File: src/rtl/spg_pkg.sv
package spg_pkg;
  typedef enum logic {
    SRC_FG   = 1'b0,
    SRC_LOCK = 1'b1
  } stall_src_e;

  localparam int unsigned PHASES = 3;
endpackage

File: src/rtl/spg_rst_sync.sv
module spg_rst_sync (
  input  logic clk,
  input  logic rst_n,
  output logic rst_sync_n
);
  logic stage_q;

  always_ff @(posedge clk or negedge rst_n) begin
    if (!rst_n) begin
      stage_q    <= 1'b0;
      rst_sync_n <= 1'b0;
    end else begin
      stage_q    <= 1'b1;
      rst_sync_n <= stage_q;
    end
  end
endmodule

File: src/rtl/spg_lock_mask.sv
module spg_lock_mask #(
  parameter int unsigned MASK_TICKS = 1000
) (
  input  logic clk,
  input  logic rst_n,
  input  logic lock_raw,
  input  logic mask_en,
  output logic lock_det
);
  localparam int unsigned CW = $clog2(MASK_TICKS + 1);
  localparam logic [CW-1:0] LAST = CW'(MASK_TICKS - 1);

  logic [CW-1:0] cnt_q, cnt_d;
  logic          cnt_en;
  logic          det_d;

  always_comb begin
    cnt_en = 1'b0;
    cnt_d  = cnt_q;
    det_d  = lock_det;
    if (!lock_raw) begin
      cnt_en = 1'b1;
      cnt_d  = '0;
      det_d  = 1'b0;
    end else begin
      if (cnt_q != LAST) begin
        cnt_en = 1'b1;
        cnt_d  = cnt_q + 1'b1;
      end
      if (!mask_en || (cnt_q == LAST)) det_d = 1'b1;
    end
  end

  always_ff @(posedge clk or negedge rst_n) begin
    if (!rst_n) begin
      cnt_q    <= '0;
      lock_det <= 1'b0;
    end else begin
      if (cnt_en) cnt_q <= cnt_d;
      lock_det <= det_d;
    end
  end


  drop_clears_chk: assert property (@(posedge clk) disable iff (!rst_n)
    !lock_raw |=> !lock_det);


  rise_needs_lock_chk: assert property (@(posedge clk) disable iff (!rst_n)
    $rose(lock_det) |-> $past(lock_raw));
endmodule

File: src/rtl/spg_stall_timer.sv
module spg_stall_timer
  import spg_pkg::*;
#(
  parameter int unsigned STALL_TICKS = 50000
) (
  input  logic       clk,
  input  logic       rst_n,
  input  logic       run,
  input  stall_src_e src,
  input  logic       lock_det,
  input  logic       fg_in,
  input  logic       decel,
  output logic       trip
);
  localparam int unsigned CW = $clog2(STALL_TICKS + 1);
  localparam logic [CW-1:0] LAST = CW'(STALL_TICKS - 1);

  logic [CW-1:0] cnt_q, cnt_d;
  logic          cnt_en;
  logic          trip_d;
  logic          fg_prev_q;
  logic          fg_edge;
  logic          alive;

  assign fg_edge = fg_in ^ fg_prev_q;

  always_comb begin
    alive  = (src == SRC_LOCK) ? lock_det : fg_edge;
    cnt_en = 1'b0;
    cnt_d  = cnt_q;
    trip_d = trip;
    if (!run) begin
      cnt_en = 1'b1;
      cnt_d  = '0;
      trip_d = 1'b0;
    end else if (!trip) begin
      if (decel || alive) begin
        cnt_en = 1'b1;
        cnt_d  = '0;
      end else if (cnt_q == LAST) begin
        trip_d = 1'b1;
      end else begin
        cnt_en = 1'b1;
        cnt_d  = cnt_q + 1'b1;
      end
    end
  end

  always_ff @(posedge clk or negedge rst_n) begin
    if (!rst_n) begin
      cnt_q     <= '0;
      trip      <= 1'b0;
      fg_prev_q <= 1'b0;
    end else begin
      if (cnt_en) cnt_q <= cnt_d;
      trip      <= trip_d;
      fg_prev_q <= fg_in;
    end
  end


  trip_latched_chk: assert property (@(posedge clk) disable iff (!rst_n)
    (trip && run) |=> trip);


  stop_clears_chk: assert property (@(posedge clk) disable iff (!rst_n)
    !run |=> !trip);


  decel_blocks_chk: assert property (@(posedge clk) disable iff (!rst_n)
    (run && !trip && decel) |=> !trip);
endmodule

File: src/rtl/spin_guard.sv
module spin_guard
  import spg_pkg::*;
#(
  parameter int unsigned MASK_TICKS  = 1000,
  parameter int unsigned STALL_TICKS = 50000
) (
  input  logic              clk,
  input  logic              rst_n,
  input  logic              run,
  input  logic              lock_raw,
  input  logic              mask_en,
  input  logic              src_sel,
  input  logic              fg_in,
  input  logic              decel,
  input  logic [PHASES-1:0] hs_cmd,
  output logic [PHASES-1:0] hs_out,
  output logic              lock_det,
  output logic              stall_trip
);
  logic       rst_sync_n;
  stall_src_e src;

  assign src = stall_src_e'(src_sel);

  spg_rst_sync u_rst (
    .clk        (clk),
    .rst_n      (rst_n),
    .rst_sync_n (rst_sync_n)
  );

  spg_lock_mask #(.MASK_TICKS(MASK_TICKS)) u_mask (
    .clk      (clk),
    .rst_n    (rst_sync_n),
    .lock_raw (lock_raw),
    .mask_en  (mask_en),
    .lock_det (lock_det)
  );

  spg_stall_timer #(.STALL_TICKS(STALL_TICKS)) u_stall (
    .clk      (clk),
    .rst_n    (rst_sync_n),
    .run      (run),
    .src      (src),
    .lock_det (lock_det),
    .fg_in    (fg_in),
    .decel    (decel),
    .trip     (stall_trip)
  );

  for (genvar p = 0; p < PHASES; p++) begin : g_gate
    assign hs_out[p] = hs_cmd[p] & ~stall_trip;
  end


  gate_off_chk: assert property (@(posedge clk) disable iff (!rst_sync_n)
    stall_trip |-> (hs_out == '0));
endmodule

File: config.mk
export PLATFORM = sky130hd
export DESIGN_NAME = spin_guard
export DESIGN_NICKNAME = d
export VERILOG_FILES = /design/src/rtl/spg_pkg.sv /design/src/rtl/spg_rst_sync.sv /design/src/rtl/spg_lock_mask.sv /design/src/rtl/spg_stall_timer.sv /design/src/rtl/spin_guard.sv
export SDC_FILE = /design/constraint.sdc
export NUM_CORES = 1
export LEC_CHECK = 0
export ABC_AREA = 1
export BUFFER_PORTS_ARGS = -buffer_cell sky130_fd_sc_hd__buf_2
export CORE_AREA = 2 2 59 61
export CTS_BUF_LIST = sky130_fd_sc_hd__clkbuf_4
export CTS_CLUSTER_DIAMETER = 200
export DETAILED_ROUTE_END_ITERATION = 6
export DIE_AREA = 0 0 61 63
export PLACE_DENSITY_LB_ADDON = 0.1
export SLEW_MARGIN = 20
export SYNTH_ARGS = -nofsm -noshare
export SYNTH_HDL_FRONTEND = slang
export SYNTH_SLANG_ARGS = --single-unit
File: constraint.sdc
create_clock -name clk -period 1.3 [get_ports clk]
set_input_delay 0.065 -clock clk [delete_from_list [all_inputs] [get_ports clk]]
set_output_delay 0.065 -clock clk [all_outputs]
set_load 0.02 [all_outputs]
==> impl_metrics.yaml <==
layout:
  syn_to_final_growth_pct: 37.6
  drive_above_1_share_pct: 40.6
  seq_area_um2: 777
  final_common_cell: "nand2_1"
  nets: 325
  layout_common_cells: "nand2_1, buf_4, dfrtp_1"
  multi_input_area_um2: 1180
  fin_cells: 359
  antenna_cells: 0
  fill_cells: 226
route:
  dr.pass1.iters: 4
  via_per_inst: 5.20
  wirelength_um: 4850
  initialDrtViolationCount: 129
  antenna_left: 0
  drcViolationCount: 0
  via_count: 1867
  post_drt_wl_per_cell_um: 13.5
sta:
  skew_ns: 0.0113
  grt_setup_unrepaired: "true"
  setup-tns-final_ns: -2.49
  fmax_ghz: 0.687
  relSlewSlack_pct: 61.8
  setup_viol: 22
  hold_viol: 0
  drv_slew: 0
  fin_crit_sh_pct: 112
  post-route-min-period_ns: 1.46
  final.setup.worst_slack_ns: -0.156
  tightest_slew_ns: 0.571
global_routing:
  grt_pass1_wl_um: 7940
  track_usage_pct: 27.5
  grt_max_degree: 30
  antenna_found_initial: 0
  grt_overflow: 0
  grt_pass1_vias: 1835
setup_path:
  crit_type: "reg2reg"
  cp.arrival_ns: 1.67
  cp_max_fo: 13
  worstRegToRegCells: 8
  crit_required_ns: 1.52
  cp-start-kind: "flop"
  timing.critical_path.to_type: "flop"
yosys:
  netlist_area_um2: 1930
  synth.avg_cell_area_um2: 7.86
  synthesis.nets: 258
  yosysUniqueCellTypes: 31
  yosysWarnings: 0
  synth-seq-area-share_pct: 40.3
  synthCells: 245
  synth-seq-cells: 31
power_and_ir_drop:
  ir_drop_mv: 0.736
  clkPwrFrac_pct: 32.6
  p_leak_uw: 0.00130
  p_int_uw: 1320
  p_seq_share_pct: 56.1
  p_comb_share_pct: 11.3
  netSwitchingPower_uw: 451
  pwr_density_cell_nw_per_um2: 670
  p_sw_share_pct: 25.4
floorplanning:
  fp.dieH_um: 63
  dieArea_um2: 3840
  std_cell_rows: 21
  die_w_um: 61
  fp.coreArea_um2: 3230
  initial_utilization_pct: 59.6
  io_pins: 16
placed_design:
  portBuffers: 15
  dp_hpwl_um: 3120
  post-place-ws_ns: -0.159
  dpl.cell_count: 341
  gp_congestion: 0.844
clocking:
  root_buffer: "clkbuf_4"
  clockBufferDepth: 2
  path_clk_slew_ns: 0.10
  cts_tree: "built"
  cts_buffers: 5
  cts.sinks: 31
  clk_latency_ns: 0.33
  cts-htree-levels: 2
outcome:
  violations: "negative setup slack"
  outcome: "finished with violations"
hold_path:
  hold_depth: 2
  min_path_type: "in2reg"
flow_run:
  cap_violations: 0
-- layout make-up --
cell class,instances,area share (%)
multi-input cells,180,44.7
inverters,33,4.67
repair buffers,61,17.0
well taps,46,2.17
clock inverters,1,0.189
flip-flops and latches,31,29.3
clock buffers,7,1.98
-- power by group through the flow --
stage	combinational, µW	clock [µW]	sequential (µW)
6_report	200	579	996
5_1_grt	218	641	999
4_1_cts	171	590	990
3_5_place_dp	147	0	1010
3_3_place_gp	146	0	1010
2_1_floorplan	56.4	0	1020
-- cell families after synthesis --
kind of cell	Yosys count	synth area share, %
flops	31	40.3
other cells	1	0.195
fa+ha+maj	2	1.30
mux	1	0.520
xor+xnor	7	3.18
simple gates	138	35.2
compound gates	29	10.6
buf+inv	36	8.71
-- cell usage after synthesis --
master	number	area share [%]
a21o_1	1	0.39
a21oi_1	4	1.0
a31oi_1	1	0.33
buf_12	2	2.1
clkbuf_1	1	0.19
clkinv_1	1	0.19
conb_1	1	0.19
dfrtp_1	31	40
ha_1	2	1.3
inv_1	30	5.8
inv_2	2	0.39
mux2i_1	1	0.52
nand2_1	51	9.9
nand2_2	12	3.9
nand2_4	1	0.58
nand2_8	1	1.0
nand3_1	18	4.7
nand3_2	1	0.52
nand3_4	1	0.91
nand3b_1	1	0.39
nand4_1	13	4.2
nor2_1	34	6.6
nor2_4	1	0.58
nor2_8	1	1.0
nor3_1	3	0.78
o211a_1	1	0.52
o21ai_0	6	1.6
o21ai_1	2	0.52
o21ai_2	12	5.5
o21bai_1	2	0.78
xor2_1	7	3.2
-- worst paths after layout --
kind	from	end	slack (ns)
worst max register to register	u_stall.cnt_q[1]	u_stall.cnt_q[1]	-0.16
min in group asynchronous	rst_n	u_rst.stage_q	0.06
worst min-delay path	lock_raw	u_mask.cnt_q[2]	0.05
worst min register to register	u_rst.rst_sync_n	u_stall.cnt_q[15]	0.24
worst max-delay path	u_stall.cnt_q[1]	u_stall.cnt_q[1]	-0.16
max in group asynchronous	u_rst.rst_sync_n	u_stall.cnt_q[3]	0.77
-- stage by stage --
stage | instance area, µm² | power (µW) | hold slack (ns) | util [%]
after floorplan | 1930 | 1080 | -0.231 | -
after global placement | 2310 | 1150 | -0.150 | 71.4
after detailed placement | 2310 | 1160 | -0.148 | 71.4
after CTS | 2480 | 1750 | 0.0301 | 76.7
after global routing | 2650 | 1860 | 0.0315 | 82.0
final | 2650 | 1770 | 0.0545 | 82.0
-- state kept, by name, summed over array words and instances, names as in the netlist --
name and flops:
u_stall.cnt_q 16, u_mask.cnt_q 10, u_mask.lock_det 1, u_rst.rst_sync_n 1
u_rst.stage_q 1, u_stall.fg_prev_q 1, u_stall.trip 1
-- critical path, stage by stage, from the launching register on --
cell and delay, ns:
dfrtp_1 0.41, ha_4 0.19, nand2_8 0.07, nor2_8 0.11, nand3_4 0.07, nor2_4 0.10
nand2_4 0.13, nand2_8 0.16, o21ai_1 0.09
-- repair_timing --
action | in CTS | in global routing
pin swaps | 2 | 17
gates cloned | 2 | 0
hold endpoints to repair | 4 | 0
gates resized for setup | 8 | 40
setup buffers | 5 | 2
setup endpoints to repair | 24 | 27
hold buffers | 3 | 0
-- layer usage --
metal | track usage, % | wire (µm) | vias up
li1 | - | - | 932
met1 | 34.0 | 2060 | 896
met2 | 46.1 | 2590 | 31
met3 | 5.80 | 129 | 8
met4 | 9.51 | 76 | 0
met5 | 0 | 0 | -
(Power assumes the default switching activity.)
